### config.mk
export PLATFORM = sky130hd
export DESIGN_NAME = pos_frame_fmt
export DESIGN_NICKNAME = d
export VERILOG_FILES = /design/src/rtl/pff_pkg.sv /design/src/rtl/pff_sck_edge.sv /design/src/rtl/pff_crc_serial.sv /design/src/rtl/pff_seq_ctr.sv /design/src/rtl/pos_frame_fmt.sv
export SDC_FILE = /design/constraint.sdc
export NUM_CORES = 1
export LEC_CHECK = 0
export ABC_CLOCK_PERIOD_IN_PS = 2150
export CORE_UTILIZATION = 43
export CTS_CLUSTER_SIZE = 30
export DETAILED_ROUTE_END_ITERATION = 6
export PLACE_DENSITY = 0.78
export RECOVER_POWER = 25
export SLEW_MARGIN = 10
export SYNTH_ARGS = -nofsm -noshare
export SYNTH_HDL_FRONTEND = slang
export SYNTH_HIERARCHICAL = 1
export SYNTH_SLANG_ARGS = --single-unit
### constraint.sdc
create_clock -name clk -period 2.15 [get_ports clk]
set_input_delay 0.215 -clock clk [delete_from_list [all_inputs] [get_ports clk]]
set_output_delay 0.215 -clock clk [all_outputs]
set_load 0.01 [all_outputs]
### src/rtl/pff_pkg.sv
package pff_pkg;

    localparam int ST_MIN  = 15;
    localparam int ST_MAX  = ST_MIN + 3;
    localparam int SEQ_W   = 6;
    localparam int FLAG_W  = 32;
    localparam int CRC_S_W = 6;
    localparam int CRC_L_W = 16;

    localparam logic [7:0]         OPC_POS    = 8'hA6;
    localparam logic [CRC_S_W-1:0] POLY_SHORT = 6'h03;
    localparam logic [CRC_L_W-1:0] POLY_LONG  = 16'h90D9;

    typedef enum logic [2:0] {
        PH_IDLE,
        PH_OPC,
        PH_BODY,
        PH_CRC,
        PH_QUIET
    } phase_e;

    typedef struct packed {
        logic       long_fmt;
        logic [4:0] st_len;
    } frame_cfg_t;

    function automatic logic [4:0] st_width(input logic [1:0] sel);
        return 5'(ST_MIN) + {3'b000, sel};
    endfunction

endpackage

### src/rtl/pff_sck_edge.sv
module pff_sck_edge (
    input  logic clk,
    input  logic rst,
    input  logic sck,
    output logic rise,
    output logic fall
);
    logic sck_q;

    always_ff @(posedge clk) begin
        if (rst) sck_q <= 1'b0;
        else     sck_q <= sck;
    end

    assign rise = sck & ~sck_q;
    assign fall = ~sck & sck_q;

endmodule

### src/rtl/pff_crc_serial.sv
module pff_crc_serial #(
    parameter int           W    = 6,
    parameter logic [W-1:0] POLY = 6'h03
) (
    input  logic         clk,
    input  logic         rst,
    input  logic         load,
    input  logic [W-1:0] seed,
    input  logic         step,
    input  logic         din,
    input  logic         shift,
    output logic [W-1:0] crc
);
    logic fb;
    assign fb = din ^ crc[W-1];

    always_ff @(posedge clk) begin
        if (rst)        crc <= '0;
        else if (load)  crc <= seed;
        else if (step)  crc <= {crc[W-2:0], 1'b0} ^ (fb ? POLY : '0);
        else if (shift) crc <= {crc[W-2:0], 1'b0};
    end

    AST_CRC_ONE_OP: assert property (@(posedge clk) disable iff (rst)
        !(step && shift) && !(load && (step || shift)));

endmodule

### src/rtl/pff_seq_ctr.sv
module pff_seq_ctr #(
    parameter int W = 6
) (
    input  logic         clk,
    input  logic         rst,
    input  logic         adv,
    output logic [W-1:0] count
);
    always_ff @(posedge clk) begin
        if (rst)      count <= '0;
        else if (adv) count <= count + 1'b1;
    end

    AST_SEQ_STEP: assert property (@(posedge clk) disable iff (rst)
        (count != $past(count)) |-> (count == W'($past(count) + 1'b1)));

endmodule

### src/rtl/pos_frame_fmt.sv
module pos_frame_fmt
    import pff_pkg::*;
#(
    parameter int MT_W = 16
) (
    input  logic                 clk,
    input  logic                 rst,
    input  logic                 spi_cs_n,
    input  logic                 spi_sck,
    input  logic                 spi_mosi,
    output logic                 spi_miso,
    output logic                 spi_miso_oe,
    input  logic [MT_W-1:0]      mt_pos,
    input  logic [ST_MAX-1:0]    st_pos,
    input  logic [1:0]           st_sel,
    input  logic                 ext_fmt,
    input  logic [CRC_L_W-1:0]   crc_seed,
    input  logic [FLAG_W-1:0]    alarm_vec,
    input  logic [FLAG_W-1:0]    alarm_en,
    input  logic [FLAG_W-1:0]    warn_vec,
    input  logic [FLAG_W-1:0]    warn_en
);
    localparam int TW = ST_MAX + 2 + SEQ_W;
    localparam int DW = MT_W + TW;
    localparam int LW = $clog2(DW + 1);

    phase_e          phase;
    frame_cfg_t      cfg_q, cfg_now;
    logic [2:0]      bit_cnt;
    logic [6:0]      opc_sr;
    logic [DW-1:0]   body_sr;
    logic [LW-1:0]   body_left;
    logic [4:0]      crc_left;
    logic            miso_q;

    logic            rise, fall;
    logic [SEQ_W-1:0] seq_cnt;
    logic [CRC_S_W-1:0] crc_s;
    logic [CRC_L_W-1:0] crc_l;

    pff_sck_edge u_edge (
        .clk  (clk),
        .rst  (rst),
        .sck  (spi_sck),
        .rise (rise),
        .fall (fall)
    );

    // capture strobes
    logic first_rise, last_opc_rise, opc_match;
    assign first_rise    = (phase == PH_OPC) && rise && (bit_cnt == 3'd0);
    assign last_opc_rise = (phase == PH_OPC) && rise && (bit_cnt == 3'd7);
    assign opc_match     = ({opc_sr, spi_mosi} == OPC_POS);

    // frame word assembly
    logic            nerr_now, nwarn_now;
    logic [ST_MAX-1:0] st_mask;
    logic [4:0]      st_gap;
    logic [TW-1:0]   tail_raw, tail_al;
    logic [DW-1:0]   word_now;
    logic [LW-1:0]   len_now;

    always_comb begin
        cfg_now.long_fmt = ext_fmt;
        cfg_now.st_len   = st_width(st_sel);
        nerr_now  = ~|(alarm_vec & alarm_en);
        nwarn_now = ~|(warn_vec & warn_en);
        st_mask   = ~({ST_MAX{1'b1}} << cfg_now.st_len);
        st_gap    = 5'(ST_MAX) - cfg_now.st_len;
        tail_raw  = {st_pos & st_mask, nerr_now, nwarn_now, seq_cnt};
        tail_al   = tail_raw << st_gap;
        word_now  = {mt_pos, tail_al};
        len_now   = LW'(MT_W) + LW'(cfg_now.st_len) + LW'(2)
                  + (ext_fmt ? LW'(SEQ_W) : LW'(0));
    end

    // CRC engines, fed with the bit being launched
    logic crc_load, crc_step, crc_shift, crc_msb;
    assign crc_load  = first_rise;
    assign crc_step  = (phase == PH_BODY) && fall;
    assign crc_shift = (phase == PH_CRC) && fall;
    assign crc_msb   = cfg_q.long_fmt ? crc_l[CRC_L_W-1] : crc_s[CRC_S_W-1];

    pff_crc_serial #(.W(CRC_S_W), .POLY(POLY_SHORT)) u_crc_short (
        .clk   (clk),
        .rst   (rst),
        .load  (crc_load),
        .seed  (crc_seed[CRC_S_W-1:0]),
        .step  (crc_step),
        .din   (body_sr[DW-1]),
        .shift (crc_shift),
        .crc   (crc_s)
    );

    pff_crc_serial #(.W(CRC_L_W), .POLY(POLY_LONG)) u_crc_long (
        .clk   (clk),
        .rst   (rst),
        .load  (crc_load),
        .seed  (crc_seed),
        .step  (crc_step),
        .din   (body_sr[DW-1]),
        .shift (crc_shift),
        .crc   (crc_l)
    );

    pff_seq_ctr #(.W(SEQ_W)) u_seq (
        .clk   (clk),
        .rst   (rst),
        .adv   (last_opc_rise && opc_match),
        .count (seq_cnt)
    );

    always_ff @(posedge clk) begin
        if (rst) begin
            phase     <= PH_IDLE;
            cfg_q     <= '0;
            bit_cnt   <= '0;
            opc_sr    <= '0;
            body_sr   <= '0;
            body_left <= '0;
            crc_left  <= '0;
            miso_q    <= 1'b0;
        end else if (spi_cs_n) begin
            phase  <= PH_IDLE;
            miso_q <= 1'b0;
        end else begin
            unique case (phase)
                PH_IDLE: begin
                    phase   <= PH_OPC;
                    bit_cnt <= '0;
                    miso_q  <= 1'b0;
                end
                PH_OPC: if (rise) begin
                    opc_sr  <= {opc_sr[5:0], spi_mosi};
                    bit_cnt <= bit_cnt + 3'd1;
                    if (bit_cnt == 3'd0) begin
                        body_sr   <= word_now;
                        body_left <= len_now;
                        cfg_q     <= cfg_now;
                    end
                    if (bit_cnt == 3'd7) begin
                        phase  <= opc_match ? PH_BODY : PH_QUIET;
                        miso_q <= 1'b0;
                    end
                end
                PH_BODY: if (fall) begin
                    miso_q    <= body_sr[DW-1];
                    body_sr   <= body_sr << 1;
                    body_left <= body_left - 1'b1;
                    if (body_left == LW'(1)) begin
                        phase    <= PH_CRC;
                        crc_left <= cfg_q.long_fmt ? 5'(CRC_L_W) : 5'(CRC_S_W);
                    end
                end
                PH_CRC: if (fall) begin
                    miso_q   <= crc_msb;
                    crc_left <= crc_left - 5'd1;
                    if (crc_left == 5'd1) phase <= PH_QUIET;
                end
                PH_QUIET: if (fall) miso_q <= 1'b0;
                default: phase <= PH_IDLE;
            endcase
        end
    end

    assign spi_miso_oe = ~spi_cs_n;
    assign spi_miso    = spi_cs_n ? 1'b0 : ((phase == PH_OPC) ? spi_mosi : miso_q);

    AST_IDLE_QUIET: assert property (@(posedge clk) disable iff (rst)
        spi_cs_n |-> (!spi_miso && !spi_miso_oe));

    AST_CFG_HELD: assert property (@(posedge clk) disable iff (rst)
        ((phase == PH_BODY || phase == PH_CRC) && $past(phase == PH_BODY || phase == PH_CRC))
        |-> $stable(cfg_q));

    AST_CRC_AFTER_BODY: assert property (@(posedge clk) disable iff (rst)
        $rose(phase == PH_CRC) |-> (body_left == '0));

    AST_QUIET_ZERO: assert property (@(posedge clk) disable iff (rst)
        (phase == PH_QUIET && fall && !spi_cs_n) |=> !miso_q);

endmodule

==> impl_metrics.csv, run 1 <==
group,metric,value,unit
status,status,"completed",
setup_path,r2r_slack,160,ps
layout,num-fill-cells,1129,
floorplanning,core_area,13400,um^2
synthesis,yosysUniqueCellTypes,69,
floorplanning,start_util,44.7,%
detailed_routing,detail_route.wl_per_cell,15.2,um
setup_path,worstPathArrival,1840,ps
cts,cts_hold_buf,0,
grt,grt_pass1_wl,27800,um
cts,path_clk_slew,70,ps
setup_path,reg2reg_to,"u_crc_long/crc[6]",
power_and_ir_drop,total_power,4580,uW
cts,cts_root_buf,"clkbuf_16",
sta,fmax,486,MHz
detailed_routing,routed_wl,16900,um
synthesis,yosysWarnings,6,
cts,cts_tree,"built",
layout,multiInputGateArea,3790,um^2
hold_path,hold_end,"crc_left[4]",
setup_path,path_max_fanout,6,
floorplanning,die-area,14400,um^2
detailed_routing,drt-pass1-iter-count,5,
synthesis,seq_area_frac_synth,32.4,%
floorplanning,die_w,120,um
placed_design,place_congestion,0.922,
synthesis,syn_area_per_cell,8.39,um^2
detailed_routing,viasPerCell,5.53,
setup_path,crit_slowest_cell,"clkdlybuf4s50_1",
sta,fin_crit,2060,ps
cts,cts_made_buffers,9,
hold_path,holdCritStartpoint,"rst",
setup_path,path_cells,"nor3b_4, buf_4, mux2i_1, nor2_1, clkdlybuf4s50_1",
setup_path,crit_type,"register to output pin",
setup_path,slowest_delay,480,ps
placed_design,io_buffer_count,187,
sta,slew_violations,0,
grt,grt-ovfl-total,0,
synthesis,yosys.area.top_type,"dfxtp_1",
layout,seq_area,1950,um^2
synthesis,async_flop_share,0,%
synthesis,synth_edf_count,0,
cts,clk_latency,350,ps
setup_path,ff2ff_path_depth,8,
cts,postCtsSetupBuffers,0,
layout,area_growth,46.6,%
detailed_routing,drtIter0Drc,534,
setup_path,timing.rr.start,"phase[2]",
synthesis,synth_most_common_cell,"dfxtp_1",
detailed_routing,drc_errors,0,
synthesis,synthCells,714,
synthesis,synth_common_cells,"dfxtp_1 (97), nor2_1 (96), nand2_1 (75)",
sta,setup_viol,0,
floorplanning,io-pin-count,188,
cts,cts.sinks,97,
detailed_routing,vias,6153,
sta,tns,0,ps
sta,relSlewSlack,53.5,%
cts,clock_path_buffers,2,
grt,grt_max_degree,46,
floorplanning,die_y,120,um
power_and_ir_drop,irDropWorstVdd,0.000369,V
synthesis,synthFlopType,"dfxtp_1",
synthesis,yosysTopAreaCellShare,32.4,%
layout,fin_nets,1132,
hold_path,hp-class,"primary input to register",
layout,drive_gt1_share,14.7,%
sta,worst_slew_pin_slew,697,ps
sta,fin_crit_sh,95.7,%
power_and_ir_drop,p_per_area,522,nW/um^2
synthesis,synth.area.top_cells,"dfxtp_1 (32%), mux4_2 (6.0%), nor2_1 (6.0%), nand2_1 (4.7%), mux2i_1 (4.7%)",
setup_path,end_kind,"output pin",
grt,grtUsageTotal,23.7,%
layout,antenna_cells,0,
hold_path,min_path_cells,2,
synthesis,ys_ff_latch,97,
grt,antenna_found_initial,0,
placed_design,dp_hpwl,13200,um
synthesis,syn-cell-area,5990,um^2
sta,hold_viol_final,0,
synthesis,synthesis.nets,915,
setup_path,crit_required,1930,ps
power_and_ir_drop,leakagePower,0.00314,uW
detailed_routing,route.antenna.remaining_nets,0,
floorplanning,num_rows,42,
grt,grt_pass1_vias,5951,
setup_path,worstSetupStartpointType,"register",
job,maxCapViolCount,0,
cts,cts-htree-levels,3,
sta,finClkSkew,9.98,ps
-- worst max-delay path by stage --
stage	start	endpoint	slack [ps]	cells past startpoint
5_1_grt	warn_vec[1]	body_sr[6]	-3	8
3_3_place_gp	st_sel[0]	body_sr[22]	-230	9
2_1_floorplan	st_sel[0]	body_sr[21]	1	9
3_5_place_dp	st_sel[0]	body_sr[22]	-270	9
6_report	phase[1]	spi_miso	90	5
4_1_cts	bit_cnt[0]	u_crc_long/crc[6]	40	8
-- per-stage QoR --
step / std cells / cell area [um^2] / hold WS [ps] / util (%) / setup slack, ps
finish: 1112 / 8780 / 303 / 65.5 / 91.8
global route: 1112 / 8780 / 309 / 65.5 / -2.98
CTS: 1112 / 8740 / 291 / 65.2 / 42.4
detailed placement: 1096 / 8410 / 449 / 62.8 / -274
floorplan: 714 / 6000 / 283 / - / 1.36
global placement: 1096 / 8410 / 444 / 62.8 / -230
-- cells by family (layout without fill, tap and decap cells) --
| kind of cell | after synthesis | after routing | synth area share [%] |
|---|---|---|---|
| muxes | 45 | 45 | 10.9 |
| AOI/OAI and AO/OA | 188 | 188 | 22.9 |
| adders and majority gates | 15 | 15 | 3.13 |
| and+or+nand+nor | 284 | 284 | 22.8 |
| buffers and inverters | 70 | 292 | 5.33 |
| xor gates and xnor gates | 15 | 15 | 2.51 |
| DFF | 97 | 97 | 32.4 |
-- sequential cells by signal, summed over array words and instances, names as in the netlist, 3 cells and up --
| signal | count |
|---|---|
| u_crc_short/crc | 6 |
| crc_left | 5 |
| bit_cnt | 3 |
| u_crc_long/crc | 16 |
| body_left | 6 |
| u_seq/count | 6 |
| opc_sr | 7 |
| phase | 3 |
| body_sr | 42 |
-- layout by cell type, fill, tap and decap left out, types with 13 or more instances in the layout --
master and n:
clkdlybuf4s50_1 186, nor2_1 96, dfxtp_1 94, nand2_1 75
buf_4 62, a22oi_1 29, mux2i_1 28, a21oi_1 28
o21ai_0 27, nor3_1 27, a211oi_1 22, nand3_1 20
inv_1 18, a311oi_1 16, mux4_2 16, nor2b_1 13
ha_1 13
-- cell type report --
| type | count | share of cell area [%] |
|---|---|---|
| multi-input cells | 547 | 43.2 |
| repair buffers | 256 | 27.6 |
| flip-flops and latches | 97 | 22.2 |
| clock buffers | 10 | 2.72 |
| well taps | 176 | 2.51 |
| clock inverters | 6 | 0.955 |
| inverters | 20 | 0.855 |
-- repair_timing --
action                                  CTS  global route
resized for setup                         3            14
pin swaps                                 0             3
endpoints found under the setup margin    5            33
-- routing by layer --
metal / wire (um) / track usage [%]
met5: 0 / 0
met4: 165 / 6.09
met3: 964 / 3.85
met2: 8390 / 41.4
met1: 7380 / 30.0
-- power breakdown --
group / switching (uW) / internal (uW) / total, uW
clock: 761 / 963 / 1720
sequential: 33.9 / 1840 / 1870
combinational: 393 / 593 / 985
total: 1190 / 3400 / 4580
-- worst max-delay path, delay by kind of cell, from the launching register on --
family | cells | cell delay, ps
flops | 1 | 390
simple gates | 2 | 300
buf+inv | 2 | 640
mux | 1 | 170
No activity file was read; power rests on OpenSTA's default activity.
==> inputs of run 2 (changes only) <==
--- a/config.mk
+++ b/config.mk
@@ -6,10 +6,12 @@
 export NUM_CORES = 1
 export LEC_CHECK = 0
 export ABC_CLOCK_PERIOD_IN_PS = 2150
-export CORE_UTILIZATION = 43
+export CELL_PAD_IN_SITES_DETAIL_PLACEMENT = 2
+export CELL_PAD_IN_SITES_GLOBAL_PLACEMENT = 2
+export CORE_UTILIZATION = 24
 export CTS_CLUSTER_SIZE = 30
 export DETAILED_ROUTE_END_ITERATION = 6
-export PLACE_DENSITY = 0.78
+export PLACE_DENSITY_LB_ADDON = 0.1
 export RECOVER_POWER = 25
 export SLEW_MARGIN = 10
 export SYNTH_ARGS = -nofsm -noshare
==> impl_metrics.csv, run 2 (same netlist as run 1, synthesis figures left out) <==
group,metric,value,unit
cts,cts.sinks,97,
placed_design,place_congestion,0.828,
grt,antenna_found_initial,0,
sta,fin_crit,2050,ps
sta,tns,0,ps
setup_path,crit_slowest_cell,"or4b_2",
cts,clk_latency,350,ps
setup_path,end_kind,"register",
setup_path,crit_type,"register to register",
setup_path,worstPathArrival,2290,ps
detailed_routing,route.antenna.remaining_nets,0,
power_and_ir_drop,leakagePower,0.00322,uW
detailed_routing,routed_wl,23100,um
placed_design,dp_hpwl,18400,um
cts,path_clk_slew,70,ps
cts,cts_hold_buf,0,
detailed_routing,drc_errors,0,
setup_path,path_delay_family,"simple AND/OR/NAND/NOR gates",
placed_design,io_buffer_count,187,
setup_path,path_cells,"inv_1, ha_1, nor2b_1, and3_4, buf_4, or4b_2, o2111ai_1, nor3_1",
detailed_routing,vias,6430,
layout,top_regs,"body_sr x42, u_crc_long/crc x16, opc_sr x7",
layout,drive_gt1_share,17.0,%
layout,antenna_cells,0,
sta,fin_crit_sh,95.5,%
floorplanning,die-area,25600,um^2
detailed_routing,viasPerCell,5.05,
floorplanning,die_y,160,um
grt,grt-ovfl-total,0,
floorplanning,core_area,24400,um^2
cts,clock_path_buffers,2,
floorplanning,num_rows,57,
hold_path,hp-class,"primary input to register",
detailed_routing,drt-pass1-iter-count,4,
layout,fin_nets,1145,
hold_path,min_path_cells,2,
cts,cts_root_buf,"clkbuf_16",
cts,cts_tree,"built",
layout,largest-register,"body_sr",
grt,grt_pass1_vias,7389,
floorplanning,die_w,160,um
layout,layout_common_cells,"clkdlybuf4s50_1 (183), dfxtp_1 (96), nor2_1 (94), nand2_1 (75), buf_4 (71)",
sta,hold_viol_final,0,
power_and_ir_drop,irDropWorstVdd,0.000341,V
sta,worst_slew_pin_slew,618,ps
sta,setup_viol,0,
cts,cts_made_buffers,9,
cts,postCtsSetupBuffers,0,
layout,area_growth,52.8,%
floorplanning,io-pin-count,188,
setup_path,ff2ff_path_depth,8,
cts,cts-htree-levels,3,
setup_path,cp_num_buf_inv,2,
layout,layout_commonest_cell,"clkdlybuf4s50_1",
sta,finClkSkew,8.77,ps
hold_path,holdCritStartpoint,"rst",
setup_path,crit_required,2390,ps
setup_path,worstSetupStartpointType,"register",
setup_path,reg2reg_to,"u_crc_long/crc[6]",
layout,finish.utilization,37.5,%
setup_path,path_max_fanout,10,
grt,grt_pass1_wl,38000,um
grt,grtUsageTotal,18.4,%
floorplanning,start_util,24.6,%
job,maxCapViolCount,0,
setup_path,r2r_slack,100,ps
setup_path,slowest_delay,640,ps
power_and_ir_drop,p_per_area,503,nW/um^2
hold_path,hold_end,"u_crc_short/crc[0]",
sta,relSlewSlack,58.8,%
detailed_routing,drtIter0Drc,189,
detailed_routing,detail_route.wl_per_cell,18.1,um
sta,slew_violations,0,
grt,grt_max_degree,38,
setup_path,timing.rr.start,"bit_cnt[1]",
sta,fmax,487,MHz
status,status,"completed",
layout,largest_reg_flops,42,
run 2: worst max-delay path by stage:
stage / start / depth (start not counted) / to
6_report: bit_cnt[1] / 8 / u_crc_long/crc[6]
5_1_grt: alarm_vec[0] / 8 / body_sr[18]
4_1_cts: bit_cnt[1] / 8 / u_crc_long/crc[6]
3_5_place_dp: st_sel[0] / 9 / body_sr[22]
3_3_place_gp: st_sel[0] / 10 / body_sr[22]
2_1_floorplan: st_sel[0] / 9 / body_sr[21]
run 2: through the flow:
| step | power [uW] | hold WS [ps] | cell area [um^2] | setup WS, ps | std cells |
|---|---|---|---|---|---|
| floorplan | 2350 | 283 | 6000 | 1.36 | 714 |
| global placement | 2920 | 450 | 8730 | -328 | 1257 |
| detailed placement | 2960 | 461 | 8730 | -374 | 1257 |
| CTS | 4660 | 240 | 9050 | 14.4 | 1273 |
| global route | 4820 | 282 | 9150 | -0.818 | 1273 |
| finish | 4600 | 244 | 9150 | 97.0 | 1273 |
run 2: layout make-up:
| cell class | count | area [um^2] |
|---|---|---|
| Timing Repair Buffer | 269 | 2570 |
| Clock buffer | 11 | 233 |
| Clock inverter | 5 | 62.6 |
| Inverter | 20 | 75.1 |
| Tap cell | 324 | 405 |
| Fill cell | 2771 | 15200 |
| Sequential cell | 97 | 1950 |
| Multi-Input combinational cell | 547 | 3860 |
run 2: where the power goes:
group	switching [uW]	total [uW]	internal, uW
registers	36.8	1880	1840
logic	437	1050	617
clock network	757	1670	914
run 2: timing repair:
action / 4_1_cts / 5_1_grt
setup endpoints to repair: 21 / 39
gates resized for setup: 6 / 27
pin swaps: 0 / 5
run 2: routing by layer:
metal / wire, um / global-route usage [%] / part of all wire [%]
met3: 1160 / 3.97 / 5.0
met1: 9970 / 21.6 / 43
met2: 11700 / 33.6 / 51
met5: 0 / 0 / 0
met4: 244 / 4.29 / 1.1
